## src/rtl/pwpe_pkg.sv

```systemverilog
package pwpe_pkg;

   // Per-phase record carried from the forwarding point to the report point.
   typedef struct packed {
      logic vld;   // a forwarded data phase occupies this slot
      logic bad;   // its parity error was found on the initiator side and passed on
   } pwpe_tag_t;

   localparam int unsigned STS_INI_PED = 0;
   localparam int unsigned STS_TGT_DPD = 1;
   localparam int unsigned STS_SSE     = 2;
   localparam int unsigned STS_NUM     = 3;

endpackage

```

## src/rtl/pwpe_parity.sv

```systemverilog
module pwpe_parity #(
   parameter int unsigned DATA_W = 32,
   localparam int unsigned BE_W  = DATA_W / 8
) (
   input  logic [DATA_W-1:0] ad,
   input  logic [BE_W-1:0]   cbe_n,
   output logic              par
);

   logic [BE_W-1:0] lane_par;

   // One xor tree per byte lane, folded together afterwards.
   for (genvar g = 0; g < BE_W; g++) begin : g_lane
      assign lane_par[g] = ^{ad[g*8 +: 8], cbe_n[g]};
   end

   assign par = ^lane_par;

endmodule

```

## src/rtl/pwpe_ini_side.sv

```systemverilog
module pwpe_ini_side #(
   parameter int unsigned DATA_W = 32,
   localparam int unsigned BE_W  = DATA_W / 8
) (
   input  logic              clk,
   input  logic              rst_n,
   input  logic              per_en,
   input  logic              xfer,
   input  logic [DATA_W-1:0] ad,
   input  logic [BE_W-1:0]   cbe_n,
   input  logic              par_in,
   output logic              perr_n,
   output logic              err,
   output logic              fwd_xfer,
   output logic [DATA_W-1:0] fwd_ad,
   output logic [BE_W-1:0]   fwd_cbe_n,
   output logic              fwd_par
);

   logic gen_par;

   // Parity is formed on the forwarded copy, which still holds the phase
   // whose parity bit arrives now.
   pwpe_parity #(.DATA_W(DATA_W)) u_par (
      .ad    (fwd_ad),
      .cbe_n (fwd_cbe_n),
      .par   (gen_par)
   );

   assign err = fwd_xfer && (gen_par != par_in);

   always_ff @(posedge clk) begin
      if (!rst_n) begin
         fwd_xfer  <= 1'b0;
         fwd_ad    <= '0;
         fwd_cbe_n <= '0;
      end else begin
         fwd_xfer <= xfer;
         if (xfer) begin
            fwd_ad    <= ad;
            fwd_cbe_n <= cbe_n;
         end
      end
   end

   always_ff @(posedge clk) begin
      if (!rst_n) begin
         perr_n  <= 1'b1;
         fwd_par <= 1'b0;
      end else begin
         perr_n  <= !(err && per_en);
         fwd_par <= gen_par ^ err;
      end
   end

   // a pulse only follows a phase two edges back, under the enable
   assert_perr_timing_R1: assert property (@(posedge clk) disable iff (!rst_n)
      !perr_n |-> ($past(xfer, 2) && $past(per_en)));

   // forwarded word equals the accepted word, one clock later
   assert_fwd_intact_R4: assert property (@(posedge clk) disable iff (!rst_n)
      fwd_xfer |-> ($past(xfer) && fwd_ad == $past(ad) && fwd_cbe_n == $past(cbe_n)));

   // the outgoing parity reproduces exactly what was received
   assert_fwd_par_R3: assert property (@(posedge clk) disable iff (!rst_n)
      $past(fwd_xfer) |-> (fwd_par == $past(par_in)));

endmodule

```

## src/rtl/pwpe_tag_pipe.sv

```systemverilog
module pwpe_tag_pipe
   import pwpe_pkg::*;
#(
   parameter int unsigned DEPTH = 3
) (
   input  logic      clk,
   input  logic      rst_n,
   input  pwpe_tag_t tag_in,
   output pwpe_tag_t tag_out
);

   pwpe_tag_t stage [DEPTH];

   for (genvar g = 0; g < DEPTH; g++) begin : g_stage
      if (g == 0) begin : g_head
         always_ff @(posedge clk) begin
            if (!rst_n) stage[g] <= '0;
            else        stage[g] <= tag_in;
         end
      end else begin : g_body
         always_ff @(posedge clk) begin
            if (!rst_n) stage[g] <= '0;
            else        stage[g] <= stage[g-1];
         end
      end
   end

   assign tag_out = stage[DEPTH-1];

endmodule

```

## src/rtl/pwpe_tgt_side.sv

```systemverilog
module pwpe_tgt_side
   import pwpe_pkg::*;
(
   input  logic      clk,
   input  logic      rst_n,
   input  pwpe_tag_t tag,
   input  logic      perr_in_n,
   input  logic      tgt_per_en,
   input  logic      ini_per_en,
   input  logic      serr_en,
   input  logic      serr_dis,
   output logic      dpd_set,
   output logic      serr_n
);

   logic report;
   logic gates_open;

   assign report     = !perr_in_n && tag.vld;
   assign gates_open = serr_en && !serr_dis && tgt_per_en && ini_per_en;
   assign dpd_set    = report && tgt_per_en;

   always_ff @(posedge clk) begin
      if (!rst_n) serr_n <= 1'b1;
      else        serr_n <= !(report && gates_open && !tag.bad);
   end

   // no pulse for an error the bridge forwarded itself
   assert_no_serr_forwarded_R7: assert property (@(posedge clk) disable iff (!rst_n)
      !serr_n |-> !$past(tag.bad));

   // a pulse needs a low report on a slot holding a phase
   assert_serr_needs_phase_R8: assert property (@(posedge clk) disable iff (!rst_n)
      !serr_n |-> ($past(tag.vld) && !$past(perr_in_n)));

   // one low clock for each report
   assert_serr_single_R6: assert property (@(posedge clk) disable iff (!rst_n)
      (!serr_n && !$past(report)) |=> serr_n);

endmodule

```

## src/rtl/pwpe_status.sv

```systemverilog
module pwpe_status #(
   parameter int unsigned NUM = 3
) (
   input  logic           clk,
   input  logic           rst_n,
   input  logic [NUM-1:0] set,
   input  logic [NUM-1:0] clr,
   output logic [NUM-1:0] q
);

   for (genvar g = 0; g < NUM; g++) begin : g_bit
      always_ff @(posedge clk) begin
         if (!rst_n)      q[g] <= 1'b0;
         else if (set[g]) q[g] <= 1'b1;
         else if (clr[g]) q[g] <= 1'b0;
      end

      // set wins, and a bare clear empties the bit
      assert_set_wins_R9: assert property (@(posedge clk) disable iff (!rst_n)
         $past(set[g]) |-> q[g]);
      assert_w1c_R9: assert property (@(posedge clk) disable iff (!rst_n)
         $past(clr[g] && !set[g]) |-> !q[g]);
   end

endmodule

```

## src/rtl/pwpe_handler.sv

```systemverilog
module pwpe_handler
   import pwpe_pkg::*;
#(
   parameter int unsigned DATA_W       = 32,
   parameter int unsigned TGT_PERR_LAT = 3,
   localparam int unsigned BE_W        = DATA_W / 8
) (
   input  logic              clk,
   input  logic              rst_n,
   input  logic              ini_per_en,
   input  logic              tgt_per_en,
   input  logic              serr_en,
   input  logic              pw_serr_dis,
   input  logic              ini_xfer,
   input  logic [DATA_W-1:0] ini_ad,
   input  logic [BE_W-1:0]   ini_cbe_n,
   input  logic              ini_par,
   output logic              ini_perr_n,
   output logic              tgt_xfer,
   output logic [DATA_W-1:0] tgt_ad,
   output logic [BE_W-1:0]   tgt_cbe_n,
   output logic              tgt_par,
   input  logic              tgt_perr_n,
   output logic              ini_serr_n,
   output logic              sts_ini_ped,
   output logic              sts_tgt_dpd,
   output logic              sts_sse,
   input  logic              clr_ini_ped,
   input  logic              clr_tgt_dpd,
   input  logic              clr_sse
);

   if (DATA_W < 8 || DATA_W % 8 != 0) begin : g_chk_dw
      $error("pwpe_handler: DATA_W must be a nonzero multiple of 8");
   end
   if (TGT_PERR_LAT < 1 || TGT_PERR_LAT > 16) begin : g_chk_lat
      $error("pwpe_handler: TGT_PERR_LAT must lie in 1..16");
   end

   logic          ini_err;
   logic          dpd_set;
   pwpe_tag_t     tag_head;
   pwpe_tag_t     tag_due;
   logic [STS_NUM-1:0] sts_set;
   logic [STS_NUM-1:0] sts_clr;
   logic [STS_NUM-1:0] sts_q;

   pwpe_ini_side #(.DATA_W(DATA_W)) u_ini (
      .clk       (clk),
      .rst_n     (rst_n),
      .per_en    (ini_per_en),
      .xfer      (ini_xfer),
      .ad        (ini_ad),
      .cbe_n     (ini_cbe_n),
      .par_in    (ini_par),
      .perr_n    (ini_perr_n),
      .err       (ini_err),
      .fwd_xfer  (tgt_xfer),
      .fwd_ad    (tgt_ad),
      .fwd_cbe_n (tgt_cbe_n),
      .fwd_par   (tgt_par)
   );

   // The target samples the forwarded phase at the same edge the tag enters.
   assign tag_head.vld = tgt_xfer;
   assign tag_head.bad = ini_err;

   pwpe_tag_pipe #(.DEPTH(TGT_PERR_LAT)) u_tags (
      .clk     (clk),
      .rst_n   (rst_n),
      .tag_in  (tag_head),
      .tag_out (tag_due)
   );

   pwpe_tgt_side u_tgt (
      .clk        (clk),
      .rst_n      (rst_n),
      .tag        (tag_due),
      .perr_in_n  (tgt_perr_n),
      .tgt_per_en (tgt_per_en),
      .ini_per_en (ini_per_en),
      .serr_en    (serr_en),
      .serr_dis   (pw_serr_dis),
      .dpd_set    (dpd_set),
      .serr_n     (ini_serr_n)
   );

   // The signalled-error bit rides the same edge as the pulse it records.
   always_comb begin
      sts_set              = '0;
      sts_set[STS_INI_PED] = ini_err;
      sts_set[STS_TGT_DPD] = dpd_set;
      sts_set[STS_SSE]     = 1'b0;
      sts_clr              = '0;
      sts_clr[STS_INI_PED] = clr_ini_ped;
      sts_clr[STS_TGT_DPD] = clr_tgt_dpd;
      sts_clr[STS_SSE]     = clr_sse;
   end

   logic sse_q;

   pwpe_status #(.NUM(STS_NUM - 1)) u_sts (
      .clk   (clk),
      .rst_n (rst_n),
      .set   (sts_set[STS_TGT_DPD:STS_INI_PED]),
      .clr   (sts_clr[STS_TGT_DPD:STS_INI_PED]),
      .q     (sts_q[STS_TGT_DPD:STS_INI_PED])
   );

   always_ff @(posedge clk) begin
      if (!rst_n)                                              sse_q <= 1'b0;
      else if (!tgt_perr_n && tag_due.vld && !tag_due.bad &&
               serr_en && !pw_serr_dis && tgt_per_en && ini_per_en) sse_q <= 1'b1;
      else if (clr_sse)                                        sse_q <= 1'b0;
   end
   assign sts_q[STS_SSE] = sse_q;

   assign sts_ini_ped = sts_q[STS_INI_PED];
   assign sts_tgt_dpd = sts_q[STS_TGT_DPD];
   assign sts_sse     = sts_q[STS_SSE];

   // a system-error pulse is always recorded in its status bit
   assert_serr_recorded_R6: assert property (@(posedge clk) disable iff (!rst_n)
      !ini_serr_n |-> sts_sse);

   // an initiator parity pulse always comes with its status bit
   assert_perr_recorded_R2: assert property (@(posedge clk) disable iff (!rst_n)
      (!ini_perr_n && !$past(clr_ini_ped)) |-> sts_ini_ped);

endmodule

```

## config.mk

```make
export PLATFORM = sky130hd
export DESIGN_NAME = pwpe_handler
export DESIGN_NICKNAME = d
export VERILOG_FILES = /design/src/rtl/pwpe_pkg.sv /design/src/rtl/pwpe_parity.sv /design/src/rtl/pwpe_ini_side.sv /design/src/rtl/pwpe_tag_pipe.sv /design/src/rtl/pwpe_tgt_side.sv /design/src/rtl/pwpe_status.sv /design/src/rtl/pwpe_handler.sv
export SDC_FILE = /design/constraint.sdc
export NUM_CORES = 1
export LEC_CHECK = 0
export ABC_AREA = 1
export BUFFER_PORTS_ARGS = -buffer_cell sky130_fd_sc_hd__clkbuf_2
export CORE_ASPECT_RATIO = 0.5
export CORE_MARGIN = 1
export CORE_UTILIZATION = 50
export DETAILED_ROUTE_END_ITERATION = 8
export GPL_TIMING_DRIVEN = 1
export PLACE_DENSITY = 0.76
export SLEW_MARGIN = 15
export SYNTH_ARGS = -nofsm -noshare
export SYNTH_HDL_FRONTEND = slang
export SYNTH_SLANG_ARGS = --single-unit
```

## constraint.sdc

```tcl
create_clock -name clk -period 1.95 [get_ports clk]
set_clock_uncertainty 0.2 [all_clocks]
set_input_delay 0.0975 -clock clk [delete_from_list [all_inputs] [get_ports clk]]
set_output_delay 0.0975 -clock clk [all_outputs]
set_load 0.02 [all_outputs]
```

==> qor.yml <==
cts_sinks: 49
grt_pass1_wl_microns: 10800
cp_max_fo: 4
arrival_ns: 1.83
fill_cells: 394
start_util_pct: 52.2
dpl-instance-area_sq_mm: 0.00313
grt_pass1_vias: 2541
slew_headroom_pct: 70.8
syn_to_final_growth_pct: 44.5
hold_slack_ns: 0.118
cts_setup_buffers: 0
n_antenna_cell: 0
syn_nets: 472
cts_tree: "done"
synth_cells: 424
clk_latency_ns: 0.31
max-cap-violations: 0
detailed_place_hpwl_microns: 4400
grt.overflow.total: 0
vias_per_cell: 4.78
ant_nets: 0
finalCritPeriodShare_pct: 93.1
cts.clk_slew.worst_paths_ns: 0.09
min_period_ns: 1.82
end_kind: "register"
path_class: "reg -> reg"
hp-class: "in -> reg"
hold_viol: 0
drcViolationCount: 0
tightest_slew_ns: 0.437
drive_gt1_share_pct: 23.3
start_kind: "register"
status: "finished, final reports clean"
report.final.slew_viol_count: 0
io_buffers: 90
cts-root-buf: "clkbuf_8"
wire_per_inst_microns: 11.1
dieArea_sq_mm: 0.00548
antenna_found_initial: 0
grt_usage_pct: 25.0
synth_common_cells: "nand2_1, inv_1, dfxtp_1"
synth_cell_types: 18
grt_max_degree: 47
post-route-util_pct: 75.4
irDropWorstVdd_uv: 385
die_h_microns: 52.8
critPathRequiredTime_ns: 1.96
power_mw: 2.80
drt_iter0_markers: 166
htree_num_levels: 2
cts_buffer_depth: 2
ios: 91
synthFlopType: "dfxtp_1"
cts_buffers: 5
wl_microns: 6940
gp_congestion: 0.794
synth_edf_count: 0
yosys.area.top_type: "dfxtp_1"
vias: 3000
avgSynthCellArea_sq_um: 6.10
setup_tns_ns: 0
fmax_mhz: 551
ys_seq_area_share_pct: 37.9
num_rows: 18
coreArea_sq_mm: 0.00495
finalSetupViolations: 0
synth-seq-cells: 49
yosys_warnings: 0
p_leak_nw: 2.07
yosysMostFrequentCell: "nand2_1"
firstDrtPassIters: 4
syn_area_sq_mm: 0.00258
async_flop_share_pct: 0
fin_area_sq_mm: 0.00374
netlist.area_leader.share_pct: 37.9
final_net_count: 605
power_density_mw_per_mm2: 751
ys_top_cells_by_area: "dfxtp_1, nand2_1, inv_1"
die_w_microns: 104
[worst paths after layout]
check	start	to	slack [ns]	cells after the start
max reg2reg	u_ini.fwd_ad[4]	u_ini.fwd_par	0.13	15
min reg2reg	u_tags.stage[1][1]	u_tags.stage[2][1]	0.22	2
min	rst_n	u_ini.fwd_ad[5]	0.12	3
max	u_ini.fwd_ad[4]	u_ini.fwd_par	0.13	15
[worst max-delay path, stage by stage (launching register included)]
cell and delay, ns:
dfxtp_1 0.42, inv_2 0.06, nand2_1 0.06, nand2_1 0.07
nand2_1 0.11, nand2_2 0.08, nand2_1 0.09, nand2_1 0.05
nand2_1 0.05, nand2_1 0.05, nand2_1 0.05, nand2_1 0.11
nand2_2 0.12, nand2_1 0.06, o21ai_1 0.11, inv_1 0.05
[layout make-up]
cell class | instances | area, sq um | share of cell area (%)
Multi-Input combinational cell | 307 | 1360 | 36.3
Timing Repair Buffer | 138 | 948 | 25.4
Clock inverter | 3 | 65.1 | 1.74
Sequential cell | 49 | 1000 | 26.8
Clock buffer | 5 | 68.8 | 1.84
Tap cell | 70 | 87.6 | 2.34
Inverter | 56 | 210 | 5.63
[layout by cell type, fill, tap and decap left out, drive strengths merged]
cell type and n:
o21ai 37, nand3 24, dlygate4sd3 45, clkinv 2
clkbuf 95, bufinv 2, inv 55, a21oi 29
nor3b 1, dfxtp 49, nand3b 2, nor2 31
nand2 175, xnor2 5, nand4 2, buf 3
xor2 1
[through the flow]
| stage | cells | setup WS, ns |
|---|---|---|
| 2_1_floorplan | 424 | 0.241 |
| 3_3_place_gp | 575 | 0.202 |
| 3_5_place_dp | 575 | 0.166 |
| 4_1_cts | 628 | 0.128 |
| 5_1_grt | 628 | -0.0177 |
| 6_report | 628 | 0.134 |
[cells by family (layout without fill, tap and decap cells)]
group | after synthesis | count (layout) | synth area share, %
AOI/OAI and AO/OA | 66 | 66 | 12.8
xor gates and xnor gates | 6 | 6 | 2.03
buffers and inverters | 68 | 202 | 9.87
DFF | 49 | 49 | 37.9
and+or+nand+nor | 235 | 235 | 37.4
[timing repair]
item,CTS,global route
hold buffers,45,0
endpoints found under the setup margin,0,3
endpoints found under the hold margin,44,0
gates resized for setup,0,18
[registers in the layout, indices dropped and copies added (netlist names)]
signal / flops
u_sts.q: 2
u_ini.fwd_par: 1
u_ini.fwd_cbe_n: 4
u_ini.perr_n: 1
u_tgt.serr_n: 1
u_ini.fwd_xfer: 1
u_ini.fwd_ad: 32
u_tags.stage: 6
sts_sse: 1
[layer usage]
metal | global-route usage (%) | vias to the layer above | share of wire (%)
met5 | 0 | - | 0
met4 | 8.10 | 0 | 1.0
met3 | 4.60 | 12 | 3.4
met2 | 47.1 | 77 | 50
met1 | 29.6 | 1332 | 46
li1 | - | 1579 | -
[report_power, final]
group,internal (mW),switching [mW],total (mW)
clock,0.510,0.362,0.871
sequential,1.07,0.0606,1.13
combinational,0.318,0.486,0.804
(Power assumes the default switching activity.)
